## src/rtl/dss_pkg.sv

```systemverilog
package dss_pkg;
  localparam int RADIX = 10;

  typedef enum logic [1:0] {
    SEQ_IDLE  = 2'd0,
    SEQ_SRC   = 2'd1,
    SEQ_SPILL = 2'd2
  } seq_state_e;
endpackage

```

## src/rtl/dss_amount_dec.sv

```systemverilog
module dss_amount_dec #(
  parameter int DIG_W = 4,
  parameter int MAX_SH = 4,
  parameter int AMT_W = 3
) (
  input  logic [DIG_W-1:0] code,
  output logic             go_left,
  output logic [AMT_W-1:0] amount
);
  import dss_pkg::*;

  localparam int RIGHT_LO = RADIX - MAX_SH;

  int code_i;

  always_comb begin
    code_i  = int'(code);
    go_left = 1'b1;
    amount  = '0;
    if (code_i <= MAX_SH) begin
      amount = AMT_W'(code_i);
    end else if (code_i >= RIGHT_LO && code_i < RADIX) begin
      go_left = 1'b0;
      amount  = AMT_W'(RADIX - code_i);
    end
  end
endmodule

```

## src/rtl/dss_shift_core.sv

```systemverilog
module dss_shift_core #(
  parameter int NDIG = 4,
  parameter int DIG_W = 4,
  parameter int MAX_SH = 4,
  parameter int AMT_W = 3
) (
  input  logic [NDIG*DIG_W-1:0] word,
  input  logic                  go_left,
  input  logic [AMT_W-1:0]      amount,
  output logic [NDIG*DIG_W-1:0] shifted,
  output logic [NDIG*DIG_W-1:0] spill
);
  logic [DIG_W-1:0] dig [NDIG];

  for (genvar g = 0; g < NDIG; g++) begin : g_unpack
    assign dig[g] = word[g*DIG_W +: DIG_W];
  end

  for (genvar i = 0; i < NDIG; i++) begin : g_digit
    logic [DIG_W-1:0] sh_d;
    logic [DIG_W-1:0] sp_d;

    always_comb begin
      sh_d = '0;
      sp_d = '0;
      for (int n = 0; n <= MAX_SH; n++) begin
        if (int'(amount) == n) begin
          if (go_left) begin
            if (i >= n) sh_d = dig[i-n];
            if (i < n)  sp_d = dig[NDIG-n+i];
          end else begin
            if (i + n < NDIG) sh_d = dig[i+n];
            if (i < n)        sp_d = dig[i];
          end
        end
      end
    end

    assign shifted[i*DIG_W +: DIG_W] = sh_d;
    assign spill[i*DIG_W +: DIG_W]   = sp_d;
  end
endmodule

```

## src/rtl/dss_wb_seq.sv

```systemverilog
module dss_wb_seq #(
  parameter int WORD_W = 16,
  parameter int IDX_W = 4
) (
  input  logic              clk,
  input  logic              rst_n,
  input  logic              start,
  input  logic [IDX_W-1:0]  src_idx,
  input  logic [IDX_W-1:0]  dst_idx,
  input  logic [WORD_W-1:0] shifted_q,
  input  logic [WORD_W-1:0] spill_q,
  input  logic              wb_ready,
  output logic              idle,
  output logic              wb_valid,
  output logic [IDX_W-1:0]  wb_addr,
  output logic [WORD_W-1:0] wb_data,
  output logic [IDX_W-1:0]  cur_src,
  output logic [IDX_W-1:0]  cur_dst,
  output logic              done
);
  import dss_pkg::*;

  seq_state_e state_q, state_d;
  logic       done_d;
  logic       need_spill;

  assign need_spill = (cur_dst != '0) && (cur_dst != cur_src);

  always_comb begin
    state_d = state_q;
    done_d  = 1'b0;
    unique case (state_q)
      SEQ_IDLE:  if (start) state_d = SEQ_SRC;
      SEQ_SRC: begin
        if (wb_ready) begin
          if (need_spill) begin
            state_d = SEQ_SPILL;
          end else begin
            state_d = SEQ_IDLE;
            done_d  = 1'b1;
          end
        end
      end
      SEQ_SPILL: begin
        if (wb_ready) begin
          state_d = SEQ_IDLE;
          done_d  = 1'b1;
        end
      end
      default: state_d = SEQ_IDLE;
    endcase
  end

  always_ff @(posedge clk or negedge rst_n) begin
    if (!rst_n) begin
      state_q <= SEQ_IDLE;
      done    <= 1'b0;
      cur_src <= '0;
      cur_dst <= '0;
    end else begin
      state_q <= state_d;
      done    <= done_d;
      if (start && state_q == SEQ_IDLE) begin
        cur_src <= src_idx;
        cur_dst <= dst_idx;
      end
    end
  end

  assign idle     = (state_q == SEQ_IDLE);
  assign wb_valid = (state_q == SEQ_SRC) || (state_q == SEQ_SPILL);
  assign wb_addr  = (state_q == SEQ_SPILL) ? cur_dst : cur_src;
  assign wb_data  = (state_q == SEQ_SPILL) ? spill_q : shifted_q;
endmodule

```

## src/rtl/decimal_spill_shifter.sv

```systemverilog
module decimal_spill_shifter #(
  parameter int NDIG = 4,
  parameter int DIG_W = 4,
  parameter int IDX_W = 4
) (
  input  logic                  clk,
  input  logic                  rst_n,
  input  logic                  in_valid,
  output logic                  in_ready,
  input  logic [NDIG*DIG_W-1:0] in_word,
  input  logic [DIG_W-1:0]      in_shift,
  input  logic [IDX_W-1:0]      in_src_idx,
  input  logic [IDX_W-1:0]      in_dst_idx,
  output logic                  wb_valid,
  input  logic                  wb_ready,
  output logic [IDX_W-1:0]      wb_addr,
  output logic [NDIG*DIG_W-1:0] wb_data,
  output logic [NDIG*DIG_W-1:0] res_word,
  output logic [NDIG*DIG_W-1:0] spill_word,
  output logic                  done
);
  localparam int WORD_W = NDIG * DIG_W;
  localparam int MAX_SH = NDIG;
  localparam int AMT_W  = $clog2(MAX_SH + 1);

  logic              go_left;
  logic [AMT_W-1:0]  amount;
  logic [WORD_W-1:0] sh_comb, sp_comb;
  logic [WORD_W-1:0] res_q, spill_q;
  logic              accept;
  logic              idle;
  logic [IDX_W-1:0]  cur_src, cur_dst;

  dss_amount_dec #(.DIG_W(DIG_W), .MAX_SH(MAX_SH), .AMT_W(AMT_W)) u_dec (
    .code    (in_shift),
    .go_left (go_left),
    .amount  (amount)
  );

  dss_shift_core #(.NDIG(NDIG), .DIG_W(DIG_W), .MAX_SH(MAX_SH), .AMT_W(AMT_W)) u_core (
    .word    (in_word),
    .go_left (go_left),
    .amount  (amount),
    .shifted (sh_comb),
    .spill   (sp_comb)
  );

  assign accept = in_valid && idle;

  always_ff @(posedge clk or negedge rst_n) begin
    if (!rst_n) begin
      res_q   <= '0;
      spill_q <= '0;
    end else if (accept) begin
      res_q   <= sh_comb;
      spill_q <= sp_comb;
    end
  end

  dss_wb_seq #(.WORD_W(WORD_W), .IDX_W(IDX_W)) u_seq (
    .clk       (clk),
    .rst_n     (rst_n),
    .start     (accept),
    .src_idx   (in_src_idx),
    .dst_idx   (in_dst_idx),
    .shifted_q (res_q),
    .spill_q   (spill_q),
    .wb_ready  (wb_ready),
    .idle      (idle),
    .wb_valid  (wb_valid),
    .wb_addr   (wb_addr),
    .wb_data   (wb_data),
    .cur_src   (cur_src),
    .cur_dst   (cur_dst),
    .done      (done)
  );

  assign in_ready   = idle;
  assign res_word   = res_q;
  assign spill_word = spill_q;
endmodule

```

## config.mk

```make
export PLATFORM = sky130hd
export DESIGN_NAME = decimal_spill_shifter
export DESIGN_NICKNAME = d
export VERILOG_FILES = /design/src/rtl/dss_pkg.sv /design/src/rtl/dss_amount_dec.sv /design/src/rtl/dss_shift_core.sv /design/src/rtl/dss_wb_seq.sv /design/src/rtl/decimal_spill_shifter.sv
export SDC_FILE = /design/constraint.sdc
export NUM_CORES = 1
export LEC_CHECK = 0
export BUFFER_PORTS_ARGS = -buffer_cell sky130_fd_sc_hd__buf_2
export CORE_ASPECT_RATIO = 0.8
export CORE_MARGIN = 3
export CORE_UTILIZATION = 50
export DETAILED_ROUTE_END_ITERATION = 6
export PLACE_DENSITY = 0.76
export SYNTH_ARGS = -nofsm -noshare
export SYNTH_HDL_FRONTEND = slang
export SYNTH_HIERARCHICAL = 1
export SYNTH_SLANG_ARGS = --single-unit
```

## constraint.sdc

```tcl
create_clock -name clk -period 2.35 [get_ports clk]
set_input_delay 0.3525 -clock clk [delete_from_list [all_inputs] [get_ports clk]]
set_output_delay 0.3525 -clock clk [all_outputs]
set_load 0.01 [all_outputs]
```

* Yosys cells after proc, flatten, opt, wreduce, memory -nomap -nowiden *
Cells that the tools add are included.

storage, ports and cells
  input port bits = 32
  logic and storage cells = 84
  bits in registers = 43
  output and inout bits = 55

operators by class
  reduce and logical (&&, ||, !) cells = 9
  magnitude comparators = 3
  multiplexer cells = 55
  add/sub/neg operators = 1
  equal/unequal tests = 10

operator list
  operator               number
  $mux W4                41
  $mux W16               1
  $eq A3 B3 Y1 const B   3
  $mux W2                4
  $mux W3                2
  $pmux W2 S3            1
  $mux W1                5
  $ge A4 B3 Y1 const B   1
  $le A4 B3 Y1 const B   1
  $logic_and A1 B1 Y1    4
  $lt A4 B4 Y1 const B   1
  $ne A2 B2 Y1 const B   2
  $ne A4 B4 Y1           1
  $reduce_bool A4 Y1     1
  $eq A3 B2 Y1 const B   1
  $logic_not A3 Y1       1
  $reduce_and A3 Y1      1
  $sub A2 B3 Y3 const A  1
  $eq A2 B1 Y1 const B   1
  $eq A2 B2 Y1 const B   1
  $logic_not A2 Y1       1
  $ne A2 B1 Y1 const B   1
  $pmux W1 S2            1
  $logic_or A1 B1 Y1     1

* Longest topological paths before layout *
  depth after elaboration = 12
  mapped depth = 12
  gate-level depth less buffers = 9

* Modules after synthesis *
Netlist, hierarchy kept.

by module, submodules not included
  module                 area an instance (um^2)  instances  cells each
  decimal_spill_shifter  1313.8                   1          69
  dss_shift_core         1197.4                   1          183
  dss_wb_seq             775.7                    1          63
  dss_amount_dec         117.6                    1          19

* Worst setup path before layout *
No wires, ideal clock.

  kind = input to register
  start point = input in_shift[0]
  end point = register res_q[11] (netlist: res_word[11])
  required time = 2.225 ns
  stages on the path = 10
  path buffers = 1
  data arrival time = 2.275 ns
  setup time = 0.125 ns
  path slack = -0.050 ns
  cell sequence = inv_1 ha_1 nor3b_1 nor2_1 o21ai_1 buf_2 nand2_1 nor3_1 mux2_2 mux2_4

on the way
  word-level cells in the longest chain between the ends = 9
  elaborated cells between the ends (all ways) = 17
  classes of those cells = 1 x add/sub; 3 x order compare; 2 x eq/ne; 9 x mux; 2 x reduce/logical

RTL lines
  item                                          line                         text
  from (decl)                                   decimal_spill_shifter.sv:11  input logic [DIG_W-1:0] in_shift,
  $ge A4 B3 Y1 or $lt A4 B4 Y1 (tied branches)  dss_amount_dec.sv:22         end else if (code_i >= RIGHT_LO && code_i < RADIX) begin
  $logic_and A1 B1 Y1                           dss_amount_dec.sv:22
  $mux W3                                       dss_amount_dec.sv:22
  $mux W3 (*)                                   dss_amount_dec.sv:20         if (code_i <= MAX_SH) begin
  via amount[1]                                 decimal_spill_shifter.sv:27  logic [AMT_W-1:0] amount;
  $logic_not A3 Y1                              dss_shift_core.sv:27         if (int'(amount) == n) begin
  $mux W4 (2 in a row)                          dss_shift_core.sv:27
  $mux W4                                       dss_shift_core.sv:28         if (go_left) begin
  $mux W4 (*)                                   dss_shift_core.sv:27
  via sh_comb[11]                               decimal_spill_shifter.sv:28  logic [WORD_W-1:0] sh_comb, sp_comb;
  to (signal assigned)                          decimal_spill_shifter.sv:55  res_q <= sh_comb;
  to (decl)                                     decimal_spill_shifter.sv:29  logic [WORD_W-1:0] res_q, spill_q;

Mark *: on every way through the listed nets, which the timed path passes. The rest lies on a longest branch.
A chain may end at the register's enable or synchronous reset.

* Final worst setup path *
  start point = input in_shift[0]
  end point = register res_q[4] (netlist: res_word[4])

Same word-level chain as after synthesis.

==> impl_metrics.tcl <==
set metrics [dict create \
    outcome "finished clean" \
    overflow 0 \
    place_ws_ps -200 \
    synth_nets 372 \
    synth_edf_count 0 \
    dp_hpwl_um 6780 \
    clk_pin_slew_worst_paths_ps 90 \
    syn-instance-count 334 \
    core_um2 6510 \
    fin_skew_ps 3.37 \
    leakage_nw 2.16 \
    synth_fa_ha_area_share_pct 2.21 \
    yosys.area.top_type_share_pct 31.6 \
    cts_resized 0 \
    avgSynthCellArea_um2 10.2 \
    drc 0 \
    synth_top_family_by_area "multiplexers" \
    setup_tns_ps 0 \
    port_buffers 86 \
    stdcell_area_um2 4240 \
    total_power_mw 4.06 \
    layout.nets 473 \
    placed_area_um2 4120 \
    crit_start "in_shift[0]" \
    cts-hold-fix-buffers 0 \
    crit_required_ps 2550 \
    r2r_start "u_seq/state_q[0]" \
    fin_cells 520 \
    grt.total_usage_pct 23.7 \
    fill_cells 531 \
    synth_mux_area_share_pct 28.0 \
    vias 3037 \
    async_reset_ff_share_pct 100 \
    synthTopCellsByCount "dfrtp_1 (43), mux2_2 (39), mux2_4 (29), a21oi_1 (22), nand2_1 (20)" \
    hold_viol 0 \
    synth_area_leaders "dfrtp_1 (32%), mux2_2 (13%), mux2_4 (13%)" \
    ios 87 \
    grt_max_degree 44 \
    synthesis.area_um2 3400 \
    cts-buffers-inserted 5 \
    first_pass_iters 5 \
    post_route_cells_drive_above_1_share_pct 47.5 \
    wl_per_cell_um 17.9 \
    grt_first_pass_wirelength_um 14900 \
    ys_types 49 \
    cts_sinks 43 \
    worstPathArrival_ps 2390 \
    postRouteAntennaNets 0 \
    max_freq_mhz 455 \
    start_util_pct 52.3 \
    whs_ps 109 \
    die_h_um 79.8 \
    ir_drop_uv 425 \
    clockRootBuffer "clkbuf_8" \
    drt_iter0_markers 183 \
    worstMarginPinSlew_ps 560 \
    slew_headroom_pct 62.7 \
    area_growth_pct 24.5 \
    antenna_found_initial 0 \
    wirelength_um 9310 \
    synthSimpleGateAreaFrac_pct 17.3 \
    synth-main-ff-cell "dfrtp_1" \
    setup_viol 0 \
    maxSlewViolCount 0 \
    worstSetupPathType "in2reg" \
    tritoncts "done" \
    crit_fanout 9 \
    period_share_pct 93.5 \
    maxCapViolCount 0 \
    cts_buffer_depth 2 \
    synth_area_leader_cell "dfrtp_1" \
    min_period_ps 2200 \
    p_per_area_nw_per_um2 958 \
    synthXorXnorAreaFrac_pct 1.03 \
    dp.cells 512 \
    cts_max_level 2 \
    yosysMostFrequentCell "dfrtp_1" \
    num_antenna_cells 0 \
    fin_util_pct 65.1 \
    gp_congestion 0.915 \
    synth_compound_area_share_pct 14.7 \
    critPathCaptureType "flip-flop" \
    worstSetupStartpointType "primary input" \
    ys_seq_area_share_pct 31.6 \
    grt_pass1_vias 2924 \
    synth_warnings 6 \
    via_per_inst 5.84 \
    clk_latency_ps 300 \
    dieArea_um2 7840 \
    fp.dieW_um 98.3 \
    cts_setup_buffers 0 \
    yosys_register_bits 43 \
    grt_setup_unrepaired "false" \
    timing.final.ws_setup_ps 154 \
    hold_path_class "in2async" \
    rows 26 \
]
-- layer usage --
metal | routed length (µm) | global-route usage [%]
met5 | 0 | 0
met4 | 139 | 8.59
met3 | 681 | 3.84
met2 | 4340 | 38.5
met1 | 4140 | 32.1
-- cell families (layout without fill, tap and decap cells) --
| family | after synthesis | in the layout |
|---|---|---|
| mux | 76 | 76 |
| simple gates | 97 | 97 |
| buf+inv | 34 | 136 |
| flops | 43 | 43 |
| fa+ha+maj | 6 | 6 |
| compound gates | 74 | 74 |
| xor+xnor | 4 | 4 |
-- power breakdown --
| group | total, mW | leakage (nW) | internal (mW) | switching, mW |
|---|---|---|---|---|
| logic | 2.16 | 1.55 | 1.18 | 0.977 |
| clock network | 0.598 | 0.0581 | 0.317 | 0.281 |
| registers | 1.30 | 0.550 | 1.03 | 0.269 |
| total | 4.06 | 2.16 | 2.53 | 1.53 |
-- cells in the final DEF (no fill, tap or decap), types with 3 or more instances in the layout --
cell type  instances
buf_2             86
dfrtp_1           43
mux2_2            39
buf_4             31
mux2_4            29
a21oi_1           22
nand2_1           20
nor2_1            16
nand2b_1          13
and3b_1           12
inv_1              8
o21ai_0            8
a31oi_1            8
mux2i_1            8
nand3b_1           7
clkbuf_8           5
o2bb2ai_1          5
o22a_1             5
a22o_1             5
ha_1               5
nor2b_1            4
a21boi_0           4
xnor2_1            4
buf_12             3
or3b_1             3
nand4_1            3
nand3_1            3
and2_1             3
-- cell type report --
| class | count | area (µm²) | area share (%) |
|---|---|---|---|
| clock buffers | 5 | 68.8 | 1.62 |
| clock inverters | 3 | 43.8 | 1.03 |
| inverters | 8 | 30.0 | 0.709 |
| multi-input cells | 257 | 2190 | 51.7 |
| flip-flops and latches | 43 | 1080 | 25.4 |
| well taps | 84 | 105 | 2.48 |
| repair buffers | 120 | 723 | 17.1 |
-- sequential cells by signal (all words and copies together) (netlist names) --
| signal | count |
|---|---|
| res_word | 16 |
| spill_word | 16 |
| u_seq/cur_dst | 4 |
| u_seq/cur_src | 4 |
| u_seq/done | 1 |
| u_seq/state_q | 2 |
-- worst max-delay path, stage by stage --
cell and delay [ps]:
buf_2 90, inv_1 50, ha_1 300, nor3b_1 190, nor2_1 100, o21ai_4 220
buf_4 200, or3b_1 250, o2bb2ai_1 110, mux2_2 270, mux2_4 270
-- path summary, 6_finish.rpt --
kind	endpoint	slack, ps	depth (start not counted)
min in group clk	u_seq/cur_dst[2]	270	2
setup reg to reg	u_seq/state_q[0]	540	6
hold / removal	res_word[6]	110	2
setup / recovery	res_word[4]	150	11
max in group asynchronous	res_word[12]	1850	2
hold reg to reg	spill_word[15]	540	1
Note: power is estimated with default switching activity, not from simulation.
